--- config.mk ---
export PLATFORM = sky130hd
export DESIGN_NAME = dtmr_top
export DESIGN_NICKNAME = d
export VERILOG_FILES = /design/src/rtl/dtmr_pkg.sv /design/src/rtl/dtmr_tick_sel.sv /design/src/rtl/dtmr_channel.sv /design/src/rtl/dtmr_bus_decode.sv /design/src/rtl/dtmr_top.sv
export SDC_FILE = /design/constraint.sdc
export NUM_CORES = 1
export LEC_CHECK = 0
export ABC_AREA = 1
export CAP_MARGIN = 25
export CELL_PAD_IN_SITES_DETAIL_PLACEMENT = 1
export CELL_PAD_IN_SITES_GLOBAL_PLACEMENT = 1
export CORE_MARGIN = 2
export CORE_UTILIZATION = 46
export DETAILED_ROUTE_END_ITERATION = 16
export PLACE_DENSITY = 0.95
export SLEW_MARGIN = 5
export SYNTH_ARGS = -nofsm -noshare
export SYNTH_HDL_FRONTEND = slang
export SYNTH_SLANG_ARGS = --single-unit
--- constraint.sdc ---
create_clock -name clk -period 4.7 [get_ports clk]
set_input_delay 1.175 -clock clk [delete_from_list [all_inputs] [get_ports clk]]
set_output_delay 1.175 -clock clk [all_outputs]
set_load 0.01 [all_outputs]
--- src/rtl/dtmr_pkg.sv ---
package dtmr_pkg;

  localparam int DATA_W = 32;

  typedef enum logic [1:0] {
    OP_NONE  = 2'd0,
    OP_WRITE = 2'd1,
    OP_SET   = 2'd2,
    OP_CLEAR = 2'd3
  } reg_op_e;

  // Address layout (byte offsets)
  localparam int OFS_GLOBAL  = 'h000;
  localparam int OFS_CTL     = 'h020;
  localparam int OFS_CNT     = 'h030;
  localparam int OFS_PRE     = 'h040;
  localparam int CH_STRIDE   = 'h040;
  localparam int OFS_VERSION = 'h120;
  localparam int ALIAS_SET   = 'h4;
  localparam int ALIAS_CLR   = 'h8;

  // Control word bit positions
  localparam int B_RELOAD = 6;
  localparam int B_UPDATE = 7;
  localparam int B_IEN    = 14;
  localparam int B_FLAG   = 15;
  localparam int B_SRST   = 31;
  localparam int VER_LSB  = 24;

  // Pulse source codes
  localparam logic [3:0] SRC_EVERY = 4'hF;
  localparam logic [3:0] SRC_REF   = 4'hB;

  function automatic reg_op_e decode_op(input int addr, input int base, input logic wr);
    reg_op_e op;
    op = OP_NONE;
    if (wr) begin
      if (addr == base)                  op = OP_WRITE;
      else if (addr == base + ALIAS_SET) op = OP_SET;
      else if (addr == base + ALIAS_CLR) op = OP_CLEAR;
    end
    return op;
  endfunction

  function automatic logic [DATA_W-1:0] merge_word(input logic [DATA_W-1:0] cur,
                                                   input logic [DATA_W-1:0] data,
                                                   input reg_op_e op);
    logic [DATA_W-1:0] res;
    case (op)
      OP_WRITE: res = data;
      OP_SET:   res = cur | data;
      OP_CLEAR: res = cur & ~data;
      default:  res = cur;
    endcase
    return res;
  endfunction

endpackage

--- src/rtl/dtmr_tick_sel.sv ---
module dtmr_tick_sel
  import dtmr_pkg::*;
(
  input  logic [3:0] src_sel,
  input  logic       ref_strobe,
  output logic       tick
);

  always_comb begin
    case (src_sel)
      SRC_EVERY: tick = 1'b1;
      SRC_REF:   tick = ref_strobe;
      default:   tick = 1'b0;
    endcase
  end

endmodule

--- src/rtl/dtmr_channel.sv ---
module dtmr_channel
  import dtmr_pkg::*;
#(
  parameter int CNT_W = 32
) (
  input  logic              clk,
  input  logic              rst_n,
  input  logic              srst,
  input  logic              ref_strobe,
  input  reg_op_e           ctl_op,
  input  reg_op_e           pre_op,
  input  logic [DATA_W-1:0] wdata,
  output logic [DATA_W-1:0] ctl_word,
  output logic [CNT_W-1:0]  cnt_word,
  output logic [CNT_W-1:0]  pre_word,
  output logic              irq
);

  localparam int DW = DATA_W;

  logic [3:0]       sel_q, sel_d;
  logic             rld_q, rld_d;
  logic             upd_q, upd_d;
  logic             ien_q, ien_d;
  logic             flag_q, flag_d;
  logic [CNT_W-1:0] cnt_q, cnt_d;
  logic [CNT_W-1:0] pre_q, pre_d;

  logic             tick;
  logic             ctl_wr, pre_wr;
  logic [DW-1:0]    ctl_new, pre_new;
  logic             load_now, expire, at_zero;
  logic             ctl_en, pre_en, cnt_en;

  dtmr_tick_sel u_tick_sel (
    .src_sel    (sel_q),
    .ref_strobe (ref_strobe),
    .tick       (tick)
  );

  // Next-state logic
  always_comb begin
    ctl_word           = '0;
    ctl_word[3:0]      = sel_q;
    ctl_word[B_RELOAD] = rld_q;
    ctl_word[B_UPDATE] = upd_q;
    ctl_word[B_IEN]    = ien_q;
    ctl_word[B_FLAG]   = flag_q;

    ctl_wr  = (ctl_op != OP_NONE);
    pre_wr  = (pre_op != OP_NONE);
    ctl_new = merge_word(ctl_word, wdata, ctl_op);
    pre_new = merge_word(DW'(pre_q), wdata, pre_op);

    load_now = pre_wr && upd_q;
    at_zero  = (cnt_q == '0);
    expire   = tick && !load_now && (cnt_q == CNT_W'(1));

    sel_d  = ctl_wr ? ctl_new[3:0]     : sel_q;
    rld_d  = ctl_wr ? ctl_new[B_RELOAD] : rld_q;
    upd_d  = ctl_wr ? ctl_new[B_UPDATE] : upd_q;
    ien_d  = ctl_wr ? ctl_new[B_IEN]    : ien_q;
    flag_d = (ctl_wr ? ctl_new[B_FLAG] : flag_q) | expire;

    pre_d = pre_wr ? pre_new[CNT_W-1:0] : pre_q;

    if (load_now)      cnt_d = pre_new[CNT_W-1:0];
    else if (!tick)    cnt_d = cnt_q;
    else if (!at_zero) cnt_d = cnt_q - CNT_W'(1);
    else if (rld_q)    cnt_d = pre_q;
    else               cnt_d = '0;

    if (srst) begin
      sel_d  = '0;
      rld_d  = 1'b0;
      upd_d  = 1'b0;
      ien_d  = 1'b0;
      flag_d = 1'b0;
      pre_d  = '0;
      cnt_d  = '0;
    end

    ctl_en = srst | ctl_wr | expire;
    pre_en = srst | pre_wr;
    cnt_en = srst | load_now | tick;
  end

  // State registers
  always_ff @(posedge clk or negedge rst_n) begin
    if (!rst_n) begin
      sel_q  <= '0;
      rld_q  <= 1'b0;
      upd_q  <= 1'b0;
      ien_q  <= 1'b0;
      flag_q <= 1'b0;
      pre_q  <= '0;
      cnt_q  <= '0;
    end else begin
      if (ctl_en) begin
        sel_q  <= sel_d;
        rld_q  <= rld_d;
        upd_q  <= upd_d;
        ien_q  <= ien_d;
        flag_q <= flag_d;
      end
      if (pre_en) pre_q <= pre_d;
      if (cnt_en) cnt_q <= cnt_d;
    end
  end

  assign cnt_word = cnt_q;
  assign pre_word = pre_q;
  assign irq      = flag_q & ien_q;

  // Assertions
  assert_decrement_R4: assert property (@(posedge clk) disable iff (!rst_n)
    (tick && !at_zero && !srst && !load_now) |=> (cnt_q == $past(cnt_q) - CNT_W'(1)));

  assert_hold_zero_R5: assert property (@(posedge clk) disable iff (!rst_n)
    (at_zero && !rld_q && !srst && !pre_wr) |=> (cnt_q == '0));

  assert_reload_R6: assert property (@(posedge clk) disable iff (!rst_n)
    (tick && at_zero && rld_q && !srst && !load_now) |=> (cnt_q == $past(pre_q)));

  assert_flag_sticky_R8: assert property (@(posedge clk) disable iff (!rst_n)
    (flag_q && !srst && !ctl_wr) |=> flag_q);

  assert_flag_on_expire_R8: assert property (@(posedge clk) disable iff (!rst_n)
    (tick && (cnt_q == CNT_W'(1)) && !srst && !load_now) |=> flag_q);

  assert_soft_reset_R12: assert property (@(posedge clk) disable iff (!rst_n)
    srst |=> (cnt_q == '0 && pre_q == '0 && !flag_q && !ien_q));

endmodule

--- src/rtl/dtmr_bus_decode.sv ---
module dtmr_bus_decode
  import dtmr_pkg::*;
#(
  parameter int       NUM_CH        = 2,
  parameter int       CNT_W         = 32,
  parameter int       ADDR_W        = 9,
  parameter int       VERSION_MAJOR = 2
) (
  input  logic              bus_wr,
  input  logic [ADDR_W-1:0] bus_addr,
  input  logic [DATA_W-1:0] bus_wdata,
  input  logic [DATA_W-1:0] ctl_words [NUM_CH],
  input  logic [CNT_W-1:0]  cnt_words [NUM_CH],
  input  logic [CNT_W-1:0]  pre_words [NUM_CH],
  output reg_op_e           ctl_op    [NUM_CH],
  output reg_op_e           pre_op    [NUM_CH],
  output logic              srst,
  output logic [DATA_W-1:0] bus_rdata
);

  localparam int DW = DATA_W;
  localparam logic [DW-1:0] VERSION_WORD = DW'(VERSION_MAJOR) << VER_LSB;

  int      a;
  reg_op_e glob_op;

  assign a = int'(bus_addr);

  for (genvar n = 0; n < NUM_CH; n++) begin : g_ch_dec
    assign ctl_op[n] = decode_op(a, OFS_CTL + n * CH_STRIDE, bus_wr);
    assign pre_op[n] = decode_op(a, OFS_PRE + n * CH_STRIDE, bus_wr);
  end

  assign glob_op = decode_op(a, OFS_GLOBAL, bus_wr);
  assign srst    = bus_wdata[B_SRST] && (glob_op == OP_WRITE || glob_op == OP_SET);

  always_comb begin
    bus_rdata = '0;
    if (a == OFS_VERSION) bus_rdata = VERSION_WORD;
    for (int n = 0; n < NUM_CH; n++) begin
      if (a == OFS_CTL + n * CH_STRIDE) bus_rdata = ctl_words[n];
      if (a == OFS_CNT + n * CH_STRIDE) bus_rdata = DW'(cnt_words[n]);
      if (a == OFS_PRE + n * CH_STRIDE) bus_rdata = DW'(pre_words[n]);
    end
  end

endmodule

--- src/rtl/dtmr_top.sv ---
module dtmr_top
  import dtmr_pkg::*;
#(
  parameter int NUM_CH        = 2,
  parameter int CNT_W         = 32,
  parameter int ADDR_W        = 9,
  parameter int VERSION_MAJOR = 2
) (
  input  logic              clk,
  input  logic              rst_n,
  input  logic              ref_strobe,
  input  logic              bus_wr,
  input  logic [ADDR_W-1:0] bus_addr,
  input  logic [31:0]       bus_wdata,
  output logic [31:0]       bus_rdata,
  output logic [NUM_CH-1:0] irq
);

  logic [DATA_W-1:0] ctl_words [NUM_CH];
  logic [CNT_W-1:0]  cnt_words [NUM_CH];
  logic [CNT_W-1:0]  pre_words [NUM_CH];
  reg_op_e           ctl_op    [NUM_CH];
  reg_op_e           pre_op    [NUM_CH];
  logic              srst;

  dtmr_bus_decode #(
    .NUM_CH        (NUM_CH),
    .CNT_W         (CNT_W),
    .ADDR_W        (ADDR_W),
    .VERSION_MAJOR (VERSION_MAJOR)
  ) u_decode (
    .bus_wr    (bus_wr),
    .bus_addr  (bus_addr),
    .bus_wdata (bus_wdata),
    .ctl_words (ctl_words),
    .cnt_words (cnt_words),
    .pre_words (pre_words),
    .ctl_op    (ctl_op),
    .pre_op    (pre_op),
    .srst      (srst),
    .bus_rdata (bus_rdata)
  );

  for (genvar n = 0; n < NUM_CH; n++) begin : g_ch
    dtmr_channel #(
      .CNT_W (CNT_W)
    ) u_channel (
      .clk        (clk),
      .rst_n      (rst_n),
      .srst       (srst),
      .ref_strobe (ref_strobe),
      .ctl_op     (ctl_op[n]),
      .pre_op     (pre_op[n]),
      .wdata      (bus_wdata),
      .ctl_word   (ctl_words[n]),
      .cnt_word   (cnt_words[n]),
      .pre_word   (pre_words[n]),
      .irq        (irq[n])
    );
  end

endmodule

==> run metrics, run 1 <==
status=finished, final reports clean; vias in the first global route=~16000; Mapped Cells=a little under 2000; Fillers=approximately 3500; register-to-register setup slack=between 1500 and 2000 ps; # port buffers=78; crit path kind=primary input to output port; CP required=3520 ps; actual slew at the worst max-slew pin=about 920 ps; worst min path class=register to register; element type at the critical path end=output port; row cnt=58; hold endpoint=g_ch[1].u_channel.cnt_word[31]$_DFFE_PN0P_; final antenna diode count=0; Lkg Pwr=a little over 7 nW; Ys Warns=0; FMAX=around 210 MHz; clock skew=12.6 ps; fin util=a little under three fifths; Hold Path Depth=2; final slew viol count=0; largest net degree at the start of global routing=between 80 and 90; asr flop ratio synth=100%; core region area=~0.025 mm²; drt total wl=58100 µm; Syn Area/Cell=6.06 µm²; maximum VDD drop=about 0.00025 V; Final setup viols=0; Final min period=between 4000 and 5000 ps; layout cells sized above 1=8.03%; Area contributors post-synth=dfrtp_1 30%, nand2_1 20%, o21ai_0 12%; Post-Syn Nets=between 2000 and 2500; buffer depth of the longest clock path=2; sequential fraction of the synthesis area=between 30% and 40%; met3 Track Usage GR=between 10% and 20%; Sink Count=~140; clock-pin slew on the worst setup and hold paths=roughly 70 ps; FF-to-FF End=g_ch[0].u_channel.cnt_word[14]$_DFFE_PN0P_; R2R Path Start=g_ch[0].u_channel.cnt_word[15]$_DFFE_PN0P_; wire length per cell=between 20 and 25 µm; gr usage total=43.0%; CTS root buf=clkbuf_16; htree depth=4; initial antenna violation count=0; #FFs+latches synth=144; endpoints failing hold=0; RSZ-0062 raised after global routing=yes; initial drt markers=about 1600; vias=~15000; TritonCTS clock tree=built; first-pass GRT wire length=approximately 89000 µm; CP arrival=about 3500 ps; CP Launch Type=primary input; DRC errors left=0; synth unique cells=between 40 and 50; Die X=165 µm; Worst Hold Launch=g_ch[1].u_channel.cnt_word[31]$_DFFE_PN0P_; clk_lat worst skew=roughly 450 ps; initial core utilization=a little under half; Tcrit/Tclk final=between 90% and 100%; Vias per Instance=approximately 6.4; Die ar.=0.0273 mm²; total grt overflow=0; GP Congestion=around 1.0; EDFF count, synth=0; met2 Use GR=roughly 68%; FF-to-FF path depth=12; Hold Slack=about 530 ps; power density cells=350 mW/mm²; Final nets=between 2000 and 2500; layout overhead on the synthesized area=18.8%; maximum fanout along the worst path=9; number of buffers created by CTS=17; max cap viols=0; top-count cell post-synth=nand2_1; Synth Flop Type=dfrtp_1; placed cells=approximately 2400; chip height=165 µm; Post-synth top cells=642 x nand2_1, 282 x o21ai_0, 188 x inv_1; # IOs=79; Final ANT Viol Nets=0; Worst slew margin=38.6%; top-area cell type share of the netlist area=between 30% and 40%; gr busiest metal=met2; Non-Filler Instances=about 2400; grt met1 use=about 54%; Initial DRT Pass Iterations=5; Post-Syn Area=between 0.01 and 0.015 mm²; DP Wirelength=40100 µm; Yosys top cell by area=dfrtp_1
## power breakdown
part	total (mW)	internal (mW)	switching [mW]
registers	1.71	1.44	0.269
logic	1.67	0.500	1.17
clock network	1.58	0.956	0.628
## through the flow
step	setup TNS [ps]	setup WS, ps	power, mW	instance area [µm²]
4_1_cts	0	7.09	4.90	14100
3_3_place_gp	-363	-99.5	3.22	13400
3_5_place_dp	-369	-97.5	3.30	13400
6_report	0	8.62	4.96	14200
5_1_grt	-14.5	-7.89	5.22	14200
2_1_floorplan	0	1110	2.71	11900
## layer usage
metal / part of all wire [%] / routed length (µm)
met5: 0 / 0
met4: 5.2 / 3010
met3: 9.8 / 5680
met2: 46 / 26700
met1: 39 / 22700
## worst max-delay path: stages
cell             delay, ps
clkdlybuf4s50_1        500
inv_2                   80
nand3_4                 90
buf_4                  210
nor2_2                  70
inv_2                  150
o21ai_0                110
a211oi_1               490
a21oi_1                100
clkdlybuf4s50_1        510
## cell type report
type                    count  area (µm²)  share of cell area, %
well taps                 330         413                   2.91
clock inverters            13         211                   1.49
repair buffers            159        1480                   10.4
flip-flops and latches    144        3600                   25.4
inverters                 198         743                   5.24
multi-input cells        1536        7290                   51.4
clock buffers              18         439                   3.10
## how the worst max path moves through the flow
stage | slack, ps | from | end | cells past startpoint
3_3_place_gp | -100 | bus_addr[5] | bus_rdata[2] | 11
5_1_grt | -8 | bus_addr[3] | bus_rdata[14] | 11
4_1_cts | 7 | bus_addr[6] | bus_rdata[23] | 11
2_1_floorplan | 1110 | bus_addr[1] | bus_rdata[3] | 8
6_report | 9 | bus_addr[3] | bus_rdata[11] | 10
3_5_place_dp | -100 | bus_addr[1] | bus_rdata[0] | 11
## timing repair
action	in CTS	in global routing
endpoints found under the setup margin	6	30
pin swaps	1	3
hold buffers	0	0
buffers inserted	0	0
gates resized for setup	9	26
## kinds of logic after synthesis
family	share of synthesized area [%]
compound gates	19.6
xor+xnor	1.83
fa+ha+maj	0.629
buf+inv	9.84
flops	30.2
simple gates	37.9
## cells in the final DEF, fill, tap and decap left out, drive strengths merged, types with 11 or more instances in the layout
cell,instances
a21oi,82
a31oi,11
buf,82
clkbuf,18
clkdlybuf4s50,70
dfrtp,144
inv,197
nand2,648
nand3,175
nand4,45
nor2,188
nor3,16
o21ai,283
o221ai,25
xor2,24
## sequential cells by signal (all words and copies together) (netlist names)
signal,count
g_ch.u_channel.cnt_word,64
g_ch.u_channel.pre_word,64
g_ch.u_channel.sel_q,8
g_ch.u_channel.flag_q,2
g_ch.u_channel.ien_q,2
g_ch.u_channel.rld_q,2
g_ch.u_channel.upd_q,2
Power figures use the tool's default switching activity.
==> inputs of run 2 (changes only) <==
- HOLD_SLACK_MARGIN: default -> 0.15
==> results of run 2 <==
Same layout as run 1: the final DEF is identical, and so are final timing and power.
==> inputs of run 3 (changes only) <==
- CTS_CLUSTER_DIAMETER: default -> 60
==> results of run 3 <==
Same layout as run 1: the final DEF is identical, and so are final timing and power.
